## src/rtl/opseq_pkg.sv

```systemverilog
package opseq_pkg;

    typedef enum logic [1:0] {
        OPSZ_BYTE = 2'b00,
        OPSZ_WORD = 2'b01,
        OPSZ_LONG = 2'b10
    } opsz_e;

    typedef enum logic [1:0] {
        ST_IDLE   = 2'd0,
        ST_BUS    = 2'd1,
        ST_FINISH = 2'd2
    } seq_state_e;

    localparam int OPND_BYTES = 4;

    // operand length in bytes for a request size code (11 behaves as long)
    function automatic logic [2:0] opsz_bytes(input logic [1:0] sz);
        case (sz)
            OPSZ_BYTE: opsz_bytes = 3'd1;
            OPSZ_WORD: opsz_bytes = 3'd2;
            default:   opsz_bytes = 3'd4;
        endcase
    endfunction

endpackage

```

## src/rtl/opseq_plan.sv

```systemverilog
// Decides the shape of the current bus cycle from alignment and count left.
module opseq_plan (
    input  logic       addr_odd,
    input  logic [2:0] remaining,
    input  logic       misaligned,
    output logic       two_lane,
    output logic       lane_hi,
    output logic       lane_lo,
    output logic [1:0] siz
);
    always_comb begin
        two_lane = !misaligned && !addr_odd && (remaining >= 3'd2);
        lane_hi  = two_lane || !addr_odd;
        lane_lo  = two_lane || addr_odd;
        siz      = remaining[1:0];
    end
endmodule

```

## src/rtl/opseq_ctrl.sv

```systemverilog
module opseq_ctrl
    import opseq_pkg::*;
#(
    parameter int LIVE_AW = 20
) (
    input  logic               clk,
    input  logic               rst_n,
    input  logic               req_valid,
    input  logic               req_write,
    input  logic [1:0]         req_size,
    input  logic [LIVE_AW-1:0] req_addr,
    input  logic               bus_ack,
    input  logic               two_lane,
    output logic               req_ready,
    output logic               bus_req,
    output logic               done,
    output logic               load,
    output logic               step,
    output logic               wr_flag,
    output logic               misaligned,
    output logic [2:0]         remaining,
    output logic [LIVE_AW-1:0] cur_addr
);
    seq_state_e state_q, state_d;
    logic [2:0] moved;
    logic       last;
    logic [2:0] req_len;

    always_comb begin
        req_len = opsz_bytes(req_size);
        moved   = two_lane ? 3'd2 : 3'd1;
        last    = (remaining == moved);
        load    = (state_q == ST_IDLE) && req_valid;
        step    = (state_q == ST_BUS) && bus_ack;
    end

    // next-state logic
    always_comb begin
        state_d = state_q;
        unique case (state_q)
            ST_IDLE:   if (req_valid) state_d = ST_BUS;
            ST_BUS:    if (bus_ack && last) state_d = ST_FINISH;
            ST_FINISH: state_d = ST_IDLE;
            default:   state_d = ST_IDLE;
        endcase
    end

    // state register
    always_ff @(posedge clk or negedge rst_n) begin
        if (!rst_n) state_q <= ST_IDLE;
        else        state_q <= state_d;
    end

    // outputs decoded from state
    always_comb begin
        req_ready = 1'b0;
        bus_req   = 1'b0;
        done      = 1'b0;
        unique case (state_q)
            ST_IDLE:   req_ready = 1'b1;
            ST_BUS:    bus_req   = 1'b1;
            ST_FINISH: done      = 1'b1;
            default:   req_ready = 1'b0;
        endcase
    end

    // transfer bookkeeping: address, bytes outstanding, alignment class
    always_ff @(posedge clk or negedge rst_n) begin
        if (!rst_n) begin
            cur_addr   <= '0;
            remaining  <= 3'd0;
            misaligned <= 1'b0;
            wr_flag    <= 1'b0;
        end else if (load) begin
            cur_addr   <= req_addr;
            remaining  <= req_len;
            misaligned <= (req_len != 3'd1) && req_addr[0];
            wr_flag    <= req_write;
        end else if (step) begin
            cur_addr   <= cur_addr + LIVE_AW'(moved);
            remaining  <= remaining - moved;
        end
    end
endmodule

```

## src/rtl/opseq_wmux.sv

```systemverilog
// Write lane steering: operand kept left-aligned, consumed from the top.
module opseq_wmux
    import opseq_pkg::*;
#(
    parameter int OPND_W = 32,
    parameter int BUS_W  = 16
) (
    input  logic              clk,
    input  logic              rst_n,
    input  logic              load,
    input  logic              step,
    input  logic [1:0]        req_size,
    input  logic [OPND_W-1:0] req_wdata,
    input  logic              two_lane,
    input  logic              lane_lo,
    output logic [BUS_W-1:0]  bus_wdata
);
    localparam int BYTE_W = 8;
    logic [OPND_W-1:0] wsh;
    logic [BYTE_W-1:0] top_byte;

    always_ff @(posedge clk or negedge rst_n) begin
        if (!rst_n) begin
            wsh <= '0;
        end else if (load) begin
            case (opsz_bytes(req_size))
                3'd1:    wsh <= req_wdata << (OPND_W - BYTE_W);
                3'd2:    wsh <= req_wdata << (OPND_W - BUS_W);
                default: wsh <= req_wdata;
            endcase
        end else if (step) begin
            wsh <= two_lane ? (wsh << BUS_W) : (wsh << BYTE_W);
        end
    end

    always_comb begin
        top_byte = wsh[OPND_W-1 -: BYTE_W];
        if (two_lane)     bus_wdata = wsh[OPND_W-1 -: BUS_W];
        else if (lane_lo) bus_wdata = {{(BUS_W-BYTE_W){1'b0}}, top_byte};
        else              bus_wdata = {top_byte, {(BUS_W-BYTE_W){1'b0}}};
    end
endmodule

```

## src/rtl/opseq_rasm.sv

```systemverilog
// Read assembly: returned bytes shifted in from the right.
module opseq_rasm #(
    parameter int OPND_W = 32,
    parameter int BUS_W  = 16
) (
    input  logic              clk,
    input  logic              rst_n,
    input  logic              load,
    input  logic              capture,
    input  logic              two_lane,
    input  logic              lane_lo,
    input  logic [BUS_W-1:0]  bus_rdata,
    output logic [OPND_W-1:0] rd_data
);
    localparam int BYTE_W = 8;
    logic [BYTE_W-1:0] lane_byte;

    always_comb lane_byte = lane_lo ? bus_rdata[BYTE_W-1:0] : bus_rdata[BUS_W-1 -: BYTE_W];

    always_ff @(posedge clk or negedge rst_n) begin
        if (!rst_n)       rd_data <= '0;
        else if (load)    rd_data <= '0;
        else if (capture) begin
            if (two_lane) rd_data <= {rd_data[OPND_W-BUS_W-1:0], bus_rdata};
            else          rd_data <= {rd_data[OPND_W-BYTE_W-1:0], lane_byte};
        end
    end
endmodule

```

## src/rtl/operand_bus_sequencer.sv

```systemverilog
module operand_bus_sequencer #(
    parameter int BUS_AW  = 24,
    parameter int LIVE_AW = 20,
    parameter int OPND_W  = 32,
    parameter int BUS_W   = 16
) (
    input  logic               clk,
    input  logic               rst_n,
    input  logic               req_valid,
    output logic               req_ready,
    input  logic               req_write,
    input  logic [1:0]         req_size,
    input  logic [LIVE_AW-1:0] req_addr,
    input  logic [OPND_W-1:0]  req_wdata,
    output logic               done,
    output logic [OPND_W-1:0]  rd_data,
    output logic               bus_req,
    input  logic               bus_ack,
    output logic               bus_write,
    output logic [BUS_AW-1:0]  bus_addr,
    output logic [1:0]         bus_siz,
    output logic               bus_lane_hi,
    output logic               bus_lane_lo,
    output logic [BUS_W-1:0]   bus_wdata,
    input  logic [BUS_W-1:0]   bus_rdata
);
    localparam int MIRROR_W = BUS_AW - LIVE_AW;

    logic               load, step, wr_flag, misaligned;
    logic               two_lane, lane_hi, lane_lo;
    logic [2:0]         remaining;
    logic [LIVE_AW-1:0] cur_addr;
    logic [1:0]         siz;

    opseq_ctrl #(.LIVE_AW(LIVE_AW)) u_ctrl (
        .clk(clk), .rst_n(rst_n),
        .req_valid(req_valid), .req_write(req_write),
        .req_size(req_size), .req_addr(req_addr),
        .bus_ack(bus_ack), .two_lane(two_lane),
        .req_ready(req_ready), .bus_req(bus_req), .done(done),
        .load(load), .step(step), .wr_flag(wr_flag),
        .misaligned(misaligned), .remaining(remaining), .cur_addr(cur_addr)
    );

    opseq_plan u_plan (
        .addr_odd(cur_addr[0]), .remaining(remaining), .misaligned(misaligned),
        .two_lane(two_lane), .lane_hi(lane_hi), .lane_lo(lane_lo), .siz(siz)
    );

    opseq_wmux #(.OPND_W(OPND_W), .BUS_W(BUS_W)) u_wmux (
        .clk(clk), .rst_n(rst_n), .load(load), .step(step),
        .req_size(req_size), .req_wdata(req_wdata),
        .two_lane(two_lane), .lane_lo(lane_lo), .bus_wdata(bus_wdata)
    );

    opseq_rasm #(.OPND_W(OPND_W), .BUS_W(BUS_W)) u_rasm (
        .clk(clk), .rst_n(rst_n), .load(load),
        .capture(step && !wr_flag),
        .two_lane(two_lane), .lane_lo(lane_lo),
        .bus_rdata(bus_rdata), .rd_data(rd_data)
    );

    always_comb begin
        bus_addr    = {{MIRROR_W{cur_addr[LIVE_AW-1]}}, cur_addr};
        bus_siz     = siz;
        bus_lane_hi = bus_req && lane_hi;
        bus_lane_lo = bus_req && lane_lo;
        bus_write   = bus_req && wr_flag;
    end
endmodule

```

## config.mk

```make
export PLATFORM = sky130hd
export DESIGN_NAME = operand_bus_sequencer
export DESIGN_NICKNAME = d
export VERILOG_FILES = /design/src/rtl/opseq_pkg.sv /design/src/rtl/opseq_plan.sv /design/src/rtl/opseq_ctrl.sv /design/src/rtl/opseq_wmux.sv /design/src/rtl/opseq_rasm.sv /design/src/rtl/operand_bus_sequencer.sv
export SDC_FILE = /design/constraint.sdc
export NUM_CORES = 1
export LEC_CHECK = 0
export ABC_AREA = 0
export BUFFER_PORTS_ARGS = -buffer_cell sky130_fd_sc_hd__buf_2
export CORE_UTILIZATION = 45
export DETAILED_ROUTE_END_ITERATION = 10
export HOLD_SLACK_MARGIN = 0.03
export MAX_ROUTING_LAYER = met4
export PLACE_DENSITY = 0.85
export RECOVER_POWER = 100
export SYNTH_ARGS = -nofsm -noshare
export SYNTH_HDL_FRONTEND = slang
export SYNTH_SLANG_ARGS = --single-unit
```

## constraint.sdc

```tcl
create_clock -name clk -period 2.9 [get_ports clk]
set_input_delay 0.87 -clock clk [delete_from_list [all_inputs] [get_ports clk]]
set_output_delay 0.87 -clock clk [all_outputs]
set_load 0.1 [all_outputs]
```

==> impl_results.md, run 1 <==
* Hold WC Path Type: reg -> reg
* Worst-path clk slew at around 0.070 ns
* I/O pins at 155
* Vias per cell at 5.954
* Final Wtd Congestion at approximately 0.9
* CTS Buf Count at 9
* Register area share after synthesis at 44.35%
* Initial Utilization at between 40 and 50%
* Layout cells sized above 1 at between 30% and 40%
* Gr ovfl total at 0
* CP max stage delay at roughly 0.4 ns
* CTS sink count at between 90 and 100
* Crit path kind: reg -> out
* Vias in the first global route at about 4500
* Chip width at approximately 110 um
* Post-Synth Simple-Gate Area at a little under 20%
* Number of antenna violations at the first check in global routing at 0
* Final Hold Vio Count at 0
* CTS root buffer: clkbuf_16
* Worst Path Max Fanout at 10
* Startpoint of the tightest hold check path: u_ctrl.misaligned
* Detail Route Antenna Nets at 0
* Max Clk Rate at between 300 and 400 MHz
* Synthesized area per cell at roughly 9.3 um2
* Post-Synthesis Cells at roughly 560
* Die area at about 12000 um2
* Residual DRC at 0
* Post-synthesis xor/xnor area fraction at between 1 and 1.5%
* P&R area growth vs syn at 28.85%
* Async SR Flop Fraction at 100.0%
* Core ar. at between 10000 and 15000 um2
* CTS tree: built
* Reg2Reg Depth at 8
* H-Tree Depth at 3
* Setup crit end kind: output pin
* Placed Instances at ~810
* Antenna cells at 0
* CP Data Required Time at a little over 2 ns
* Post-synthesis compound-gate area fraction at 20.05%
* Rel. slew slack at roughly 16%
* Routed via count at roughly 4900
* WHS at approximately 0.48 ns
* # fillers at ~900
* GRT Overall Usage at 26.62%
* CP Cell Sequence: or2_1 -> and2_1 -> inv_4 -> ha_4 -> nand3b_1 -> nand2_4 -> buf_12
* Worst r2r src: u_ctrl.remaining[2]
* Mux contribution to synthesized area at under 10%
* Mapped Area at a little over 5000 um2
* Final std cells w/o fill at 828
* Min Tclk post-route at 2.841 ns
* Site Rows at 38
* Routed len/inst at roughly 18 um
* Die Ht at 108.8 um
* Routed wire length at approximately 15000 um
* Final Skew at 0.008087 ns
* Least-Margin Pin Slew at approximately 1.3 ns
* Outcome: complete, no violations
* MaxCap Viol Count at 0
* Synth Register Bits at approximately 90
* Post-DP HPWL at about 10000 um
* First-pass GRT wire length at about 24000 um
* Syn_nets at ~640
* Hold endpoint: u_ctrl.misaligned
* Final Setup Violations at 0
* Pins Over Slew Limit at 0
* Top post-synthesis cells by area: dfrtp_1, mux2i_1, o21ai_0
* Largest family of logic cells by synthesized area: compound AO/OA/AOI/OAI gates
* Layout Nets at 764
* Crit path DAT at between 1.5 and 2 ns
* Hold path cells at 2
* Port buffer count at around 150
* Yosys top cell by area: dfrtp_1
* Pre-antenna DRT Iters at 7
* Final Cycle Share at between 90% and 100%
* Post-Synth Adder-Cell Area at approximately 1.6%
* Starting DRT DRC Count at 417
* Largest net degree at the start of global routing at between 50 and 60
* Post-synth top area share at 44.35%
* Yosys cell types at 57
* EDFF count, synth at 0
* R2R setup slack at about 0.17 ns
* Crit path launch type: flip-flop
* Synth Flop Type: dfrtp_1
* Reg-to-Reg End: u_ctrl.cur_addr[15]
* Synthesis Warnings at 0
* Clk buf depth at 2
* Worst path slowest cell: dfrtp_1
* Clk_lat worst skew at between 0.3 and 0.4 ns
placed cells by master (no fill, tap or decap), types with 9 or more instances in the layout:
master	instances
buf_4	13
clkbuf_16	9
nor2b_1	10
o21ai_0	66
nand3_1	36
a211oi_1	16
nand3b_1	10
nor2_1	21
a21oi_1	13
mux2i_1	42
buf_12	13
o22ai_1	18
and3_1	16
nand2_1	40
dfrtp_1	91
buf_2	142
sequential cells by signal, summed over array words and instances, names as in the netlist:
signal	cells
u_ctrl.state_q	2
u_ctrl.wr_flag	1
u_ctrl.remaining	3
u_ctrl.misaligned	1
u_rasm.rd_data	32
u_ctrl.cur_addr	20
u_wmux.wsh	32
metrics by stage:
step | setup WS, ns | TNS [ns] | utilization (%) | cell area (um2)
finish | 0.05917 | 0 | 60.24 | 6616
global route | -0.004930 | -0.006112 | 60.24 | 6616
CTS | -0.003559 | -0.003559 | 60.30 | 6623
detailed placement | 0.2518 | 0 | 56.98 | 6259
global placement | 0.3228 | 0 | 56.98 | 6259
floorplan | 0.004503 | 0 | - | 5230
cells in the mapped netlist (9+ instances only):
master	n
buf_2	9
nand3b_1	10
nand2_1	48
and3_1	16
clkbuf_1	39
a21oi_1	13
a211oi_1	16
nor2b_1	10
mux2i_1	42
nor2_1	23
o22ai_1	18
o21ai_0	65
nand3_1	36
dfrtp_1	91
logic make-up (layout without fill, tap and decap cells):
kind of cell	Yosys count	count (layout)
flip-flops	91	91
XOR/XNOR	7	7
buffers and inverters	64	197
AND/OR/NAND/NOR	183	183
adder cells (fa/ha/maj)	6	6
AO/OA/AOI/OAI	162	162
multiplexers	42	42
layer usage:
metal,part of all wire [%],up-vias,global-route usage [%]
li1,-,2294,-
met1,43,2347,35.77
met2,48,264,40.28
met3,6.8,25,3.347
met4,2.2,0,11.97
met5,0,-,-
worst max path at each step:
stage,startpoint,end,cells after the start
2_1_floorplan,u_ctrl.remaining[1],bus_wdata[1],9
6_report,u_ctrl.remaining[2],bus_wdata[1],7
3_5_place_dp,u_ctrl.remaining[2],u_ctrl.cur_addr[15],8
4_1_cts,u_ctrl.remaining[2],bus_wdata[4],7
3_3_place_gp,u_ctrl.remaining[2],u_ctrl.cur_addr[15],8
5_1_grt,u_ctrl.remaining[2],bus_wdata[1],7
worst max-delay path: cells and delay by family (launching register included):
kind	cells	cell delay, ns
flip-flops	1	0.41
buffers and inverters	2	0.29
AND/OR/NAND/NOR	4	0.71
adder cells (fa/ha/maj)	1	0.22
final cells by class:
class,instances,area (um2),area share (%)
multi-input cells,400,2679,40.49
flip-flops and latches,91,2277,34.42
repair buffers,174,1106,16.72
clock buffers,10,239.0,3.612
well taps,140,175.2,2.648
clock inverters,6,111.4,1.683
inverters,7,28.78,0.4349
what timing repair did:
| action | CTS | global route |
|---|---|---|
| buffers inserted | 0 | 1 |
| endpoints found under the setup margin | 7 | 8 |
| resized for setup | 2 | 5 |
| hold buffers | 0 | 0 |
| pin swaps | 0 | 1 |
Power of run 1 is left out: the tool's default activity adds up to more than one toggle a clock period on the data nets, which glitch-free logic cannot reach.
==> run 2: changes to the inputs <==
--- a/config.mk
+++ b/config.mk
@@ -12,7 +12,6 @@
 export HOLD_SLACK_MARGIN = 0.03
 export MAX_ROUTING_LAYER = met4
 export PLACE_DENSITY = 0.85
-export RECOVER_POWER = 100
 export SYNTH_ARGS = -nofsm -noshare
 export SYNTH_HDL_FRONTEND = slang
 export SYNTH_SLANG_ARGS = --single-unit
==> impl_results.md, run 2 (synthesis gave the netlist of run 1 again) <==
* MaxCap Viol Count at 0 (unchanged)
* Crit path kind: reg -> out
* Residual DRC at 0 (unchanged)
* Pre-antenna DRT Iters at 5 (-2)
* Commonest non-fill, non-tap cell in the layout: buf_2
* Hold path cells at 2 (unchanged)
* Final Wtd Congestion at 0.9025 (unchanged)
* Min Tclk post-route at 2.844 ns (+0.002992 ns)
* I/O pins at 155 (unchanged)
* Startpoint of the tightest hold check path: u_ctrl.misaligned
* Core ar. at 10980 um2 (unchanged)
* Worst Setup SP: u_ctrl.remaining[2]
* CP Data Required Time at 2.03 ns (about the same)
* CTS sink count at 91 (unchanged)
* Setup crit end kind: output pin
* Setup_tns at 0 ns (unchanged)
* Vias per cell at 5.972 (+0.30%)
* Number of antenna violations at the first check in global routing at 0 (unchanged)
* Port buffer count at 154 (unchanged)
* Worst Path Max Fanout at 10 (unchanged)
* Clk_lat worst skew at 0.35 ns (about the same)
* First-pass GRT wire length at 23520 um (unchanged)
* Die area at 11840 um2 (unchanged)
* Area occupied by multi-input gates at 2686 um2 (+0.28%)
* Starting DRT DRC Count at 438 (+5.0%)
* Gr ovfl total at 0 (unchanged)
* Layout cells sized above 1 at 30.81% (+0.58 points)
* Initial Utilization at 46.75% (unchanged)
* Pins Over Slew Limit at 0 (unchanged)
* Die Ht at 108.8 um (unchanged)
* Layout Nets at 764 (unchanged)
* CTS Buf Count at 9 (unchanged)
* Least-Margin Pin Slew at 0.6913 ns (-0.5652 ns)
* Most frequent cells in the layout: buf_2, dfrtp_1, o21ai_0, mux2i_1, nand2_1
* P&R area growth vs syn at 29.48%
* Worst r2r src: u_ctrl.remaining[2]
* Crit path DAT at 1.97 ns (about the same)
* Reg2Reg Depth at 8 (unchanged)
* GRT Overall Usage at 26.62% (unchanged)
* Final Skew at 0.008786 ns (+0.0006988 ns)
* # fillers at 917 (-0.86%)
* Worst-path clk slew at 0.07 ns (about the same)
* Hold WC Path Type: reg -> reg
* Post-DP HPWL at 10470 um (unchanged)
* Max Clk Rate at 351.6 MHz (-0.11%)
* CTS tree: built
* Site Rows at 38 (unchanged)
* Routed wire length at 14870 um (about the same)
* Crit path launch type: flip-flop
* H-Tree Depth at 3 (unchanged)
* Largest net degree at the start of global routing at 54 (unchanged)
* Biggest registers after layout: u_rasm.rd_data x32, u_wmux.wsh x32, u_ctrl.cur_addr x20
* Routed via count at 4945 (+0.30%)
* Register area at 2277 um2 (unchanged)
* Final Setup Violations at 0 (unchanged)
* Chip width at 108.8 um (unchanged)
* Detail Route Antenna Nets at 0 (unchanged)
* CTS root buffer: clkbuf_16
* Antenna cells at 0 (unchanged)
* Routed len/inst at 17.95 um (about the same)
* Outcome: complete, no violations
* Final Hold Vio Count at 0 (unchanged)
* Rel. slew slack at 53.91% (+38 points)
* Final Cycle Share at 98.06% (+0.10 points)
* Clk buf depth at 2 (unchanged)
* Vias in the first global route at 4530 (unchanged)
run 2: layer usage:
metal  vias to the layer above  track usage, %  part of all wire (%)
met4                         0           11.97                   2.0
met3                        21           3.347                   6.6
met1                      2359           35.77                    44
met5                         -               -                     0
li1                       2298               -                     -
met2                       267           40.28                    48
run 2: final timing paths:
| path | to | slack (ns) |
|---|---|---|
| min in group asynchronous | u_wmux.wsh[29] | 0.56 |
| worst min-delay path | u_ctrl.misaligned | 0.48 |
| worst max-delay path | bus_wdata[1] | 0.06 |
| max in group asynchronous | u_rasm.rd_data[31] | 1.68 |
| worst max register to register | u_ctrl.cur_addr[15] | 0.16 |
| worst min register to register | u_ctrl.misaligned | 0.48 |
run 2: what timing repair did:
action | in CTS | in global routing
resized for setup | 2 | 5
setup buffers | 0 | 1
pin swaps | 0 | 1
hold buffers | 0 | 0
endpoints found under the setup margin | 7 | 8
run 2: cell type report:
cell class / count / share of cell area (%)
clock buffer: 10 / 3.594
sequential: 91 / 34.25
clock inverter: 6 / 1.675
timing repair buffer: 174 / 17.01
tap: 140 / 2.635
inverter: 7 / 0.4328
multi-input combinational: 400 / 40.40
run 2: through the flow:
step                worst slack (ns)  hold slack (ns)  util [%]  std cells  area (um2)
global placement              0.3228           0.4690     56.98        811        6259
detailed placement            0.2518           0.4724     56.98        811        6259
floorplan                   0.004503           0.4506         -        555        5230
finish                       0.05618           0.4813     60.54        828        6649
CTS                        -0.003559           0.4875     60.30        827        6623
global route               -0.004930           0.5354     60.54        828        6649
run 2: worst max-delay path: stages, from the launching register on:
cell	delay, ns
dfrtp_1	0.41
or2_1	0.23
and2_1	0.22
inv_4	0.13
ha_4	0.22
nand3b_1	0.18
nand2_4	0.07
buf_12	0.16
Power of run 2 is left out for the same reason.
==> run 3: changes to the inputs <==
==> constraint.sdc (replaced) <==
create_clock -name clk -period 2.3 [get_ports clk]
set_input_delay 0.69 -clock clk [delete_from_list [all_inputs] [get_ports clk]]
set_output_delay 0.69 -clock clk [all_outputs]
set_load 0.05 [all_outputs]
==> impl_results.md, run 3 (synthesis gave the netlist of run 1 again) <==
* Outcome: finished with violations
* Failing checks: negative setup slack
* Core ar. at 10980 um2 (unchanged)
* Routed via count at 4942 (-0.061%)
* Crit path launch type: flip-flop
* CP Data Required Time at 1.61 ns (-0.42 ns)
* Final WS setup at -0.2089 ns (-0.2651 ns)
* Routed wire length at 14520 um (-2.3%)
* Final Wtd Congestion at 0.8890 (-1.5%)
* Pwr Density at 1790 nW/um2
* Clk buf depth at 2 (unchanged)
* Crit path DAT at 1.82 ns (-0.15 ns)
* Pins Over Slew Limit at 0 (unchanged)
* Final Hold Vio Count at 0 (unchanged)
* First-pass GRT wire length at 23490 um (about the same)
* Final Skew at 0.008990 ns (+0.0002043 ns)
* CTS sink count at 91 (unchanged)
* GRT Overall Usage at 26.39% (-0.23 points)
* Final Cycle Share at 109.1%
* I/O pins at 155 (unchanged)
* Die Ht at 108.8 um (unchanged)
* Layout cells sized above 1 at 33.76% (+2.9 points)
* RSZ-0062 raised after global routing: true
* Initial Utilization at 46.75% (unchanged)
* # fillers at 893 (-2.6%)
* Vias per cell at 5.849 (-2.1%)
* Commonest non-fill, non-tap cell in the layout: buf_2
* Detail Route Antenna Nets at 0 (unchanged)
* Max Clk Rate at 398.6 MHz
* CP max stage delay at 0.38 ns (-0.03 ns)
* Leakage at 0.003217 uW
* Number of antenna violations at the first check in global routing at 0 (unchanged)
* Worst r2r src: u_ctrl.remaining[2]
* Routed len/inst at 17.19 um (-4.3%)
* Layout Nets at 781 (+2.2%)
* Starting DRT DRC Count at 466 (+6.4%)
* Chip width at 108.8 um (unchanged)
* Register area at 2278 um2 (about the same)
* Largest net degree at the start of global routing at 92 (+70%)
* Most frequent cells in the layout: buf_2, dfrtp_1, o21ai_0, mux2i_1, nand2_1
* Hold WC Path Type: in -> async
* Vias in the first global route at 4709 (+4.0%)
* Pre-antenna DRT Iters at 5 (unchanged)
* Residual DRC at 0 (unchanged)
* Die area at 11840 um2 (unchanged)
* Min Tclk post-route at ~2.5 ns
* Largest vdd supply drop at between 0.001 and 0.0015 V
* Rel. slew slack at 67.49% (+14 points)
* Fin util at 61.68% (+1.1 points)
* CTS Buf Count at 9 (unchanged)
* Post-DP HPWL at 9972 um (-4.8%)
* Worst Path Max Fanout at 5 (-5)
* Most used cell, CP: buf_6
* Worst-path clk slew at 0.07 ns (about the same)
* Least-Margin Pin Slew at 0.4877 ns (-0.2036 ns)
* Site Rows at 38 (unchanged)
* Antenna cells at 0 (unchanged)
* Area occupied by multi-input gates at 2749 um2 (+2.3%)
* Gr ovfl total at 0 (unchanged)
* CP Cell Sequence: or2_1 -> and2_4 -> inv_6 -> ha_4 -> buf_6 -> nand3b_1 -> nand2_4 -> buf_6
* H-Tree Depth at 3 (unchanged)
* Clk_lat worst skew at 0.34 ns (about the same)
* Port buffer count at 154 (unchanged)
* Worst path slowest cell: dfrtp_1
* P&R area growth vs syn at 31.92%
* CTS tree: built
* Crit path kind: reg -> out
* Final Setup Violations at 11 (+11)
* Worst Setup SP: u_ctrl.remaining[2]
* Setup crit end kind: output pin
* WHS at 0.3892 ns (-0.09209 ns)
* CTS root buffer: clkbuf_16
* Biggest registers after layout: u_rasm.rd_data x32, u_wmux.wsh x32, u_ctrl.cur_addr x20
* MaxCap Viol Count at 0 (unchanged)
[run 3: cell types whose count changed in the layout (fill, tap and decap cells not counted), sizes merged]
cell / change
clkinvlp: +2
clkbuf: -1
buf: +17
bufinv: -1
[run 3: worst paths after layout]
path	to	slack (ns)	depth (start not counted)
worst min-delay path	u_wmux.wsh[25]	0.39	2
min in group clk	u_rasm.rd_data[31]	0.50	2
worst max register to register	u_ctrl.cur_addr[15]	0	10
max in group asynchronous	u_ctrl.state_q[0]	1.52	2
worst max-delay path	bus_wdata[5]	-0.21	8
worst min register to register	u_rasm.rd_data[31]	0.50	2
[run 3: repair_timing]
item,CTS,global route
pin swaps,2,2
hold buffers,0,0
setup buffers,6,2
endpoints found under the setup margin,10,15
gates resized for setup,27,5
endpoints found under the hold margin,0,0
[run 3: metal layers]
metal  GRT usage [%]  up-vias  wire length, um
li1                -     2335                -
met1           34.80     2351             6388
met2           41.09      232             6907
met3           3.467       24              916
met4           10.81        0              312
met5               -        -                0
[run 3: through the flow]
| stage | cell area (um2) | worst slack, ns | TNS [ns] | cells | total power [uW] |
|---|---|---|---|---|---|
| finish | 6774 | -0.2089 | -1.737 | 845 | 12130 |
| global route | 6774 | -0.2803 | -2.559 | 845 | 12830 |
| CTS | 6738 | -0.2187 | -1.896 | 843 | 12070 |
| detailed placement | 6274 | 0.06156 | 0 | 821 | 10010 |
| global placement | 6274 | 0.07821 | 0 | 821 | 9816 |
| floorplan | 5320 | -0.1529 | -1.119 | 555 | 8314 |
[run 3: cell type report]
type,instances,area share (%)
clock buffer,9,3.325
multi-input combinational,400,40.58
sequential,91,33.64
clock inverter,7,1.478
timing repair buffer,191,17.94
tap,140,2.586
inverter,7,0.4618
[run 3: power breakdown]
part,internal [uW],total (uW),switching (uW)
clock network,958,1600,641
logic,2560,7560,5000
registers,2280,2970,687
[run 3: worst max-delay path, delay by kind of cell (launching register included)]
kind / cells / cell delay, ns
fa+ha+maj: 1 / 0.14
buf+inv: 3 / 0.34
flops: 1 / 0.38
simple gates: 4 / 0.63
No activity file was read; power rests on OpenSTA's default activity.
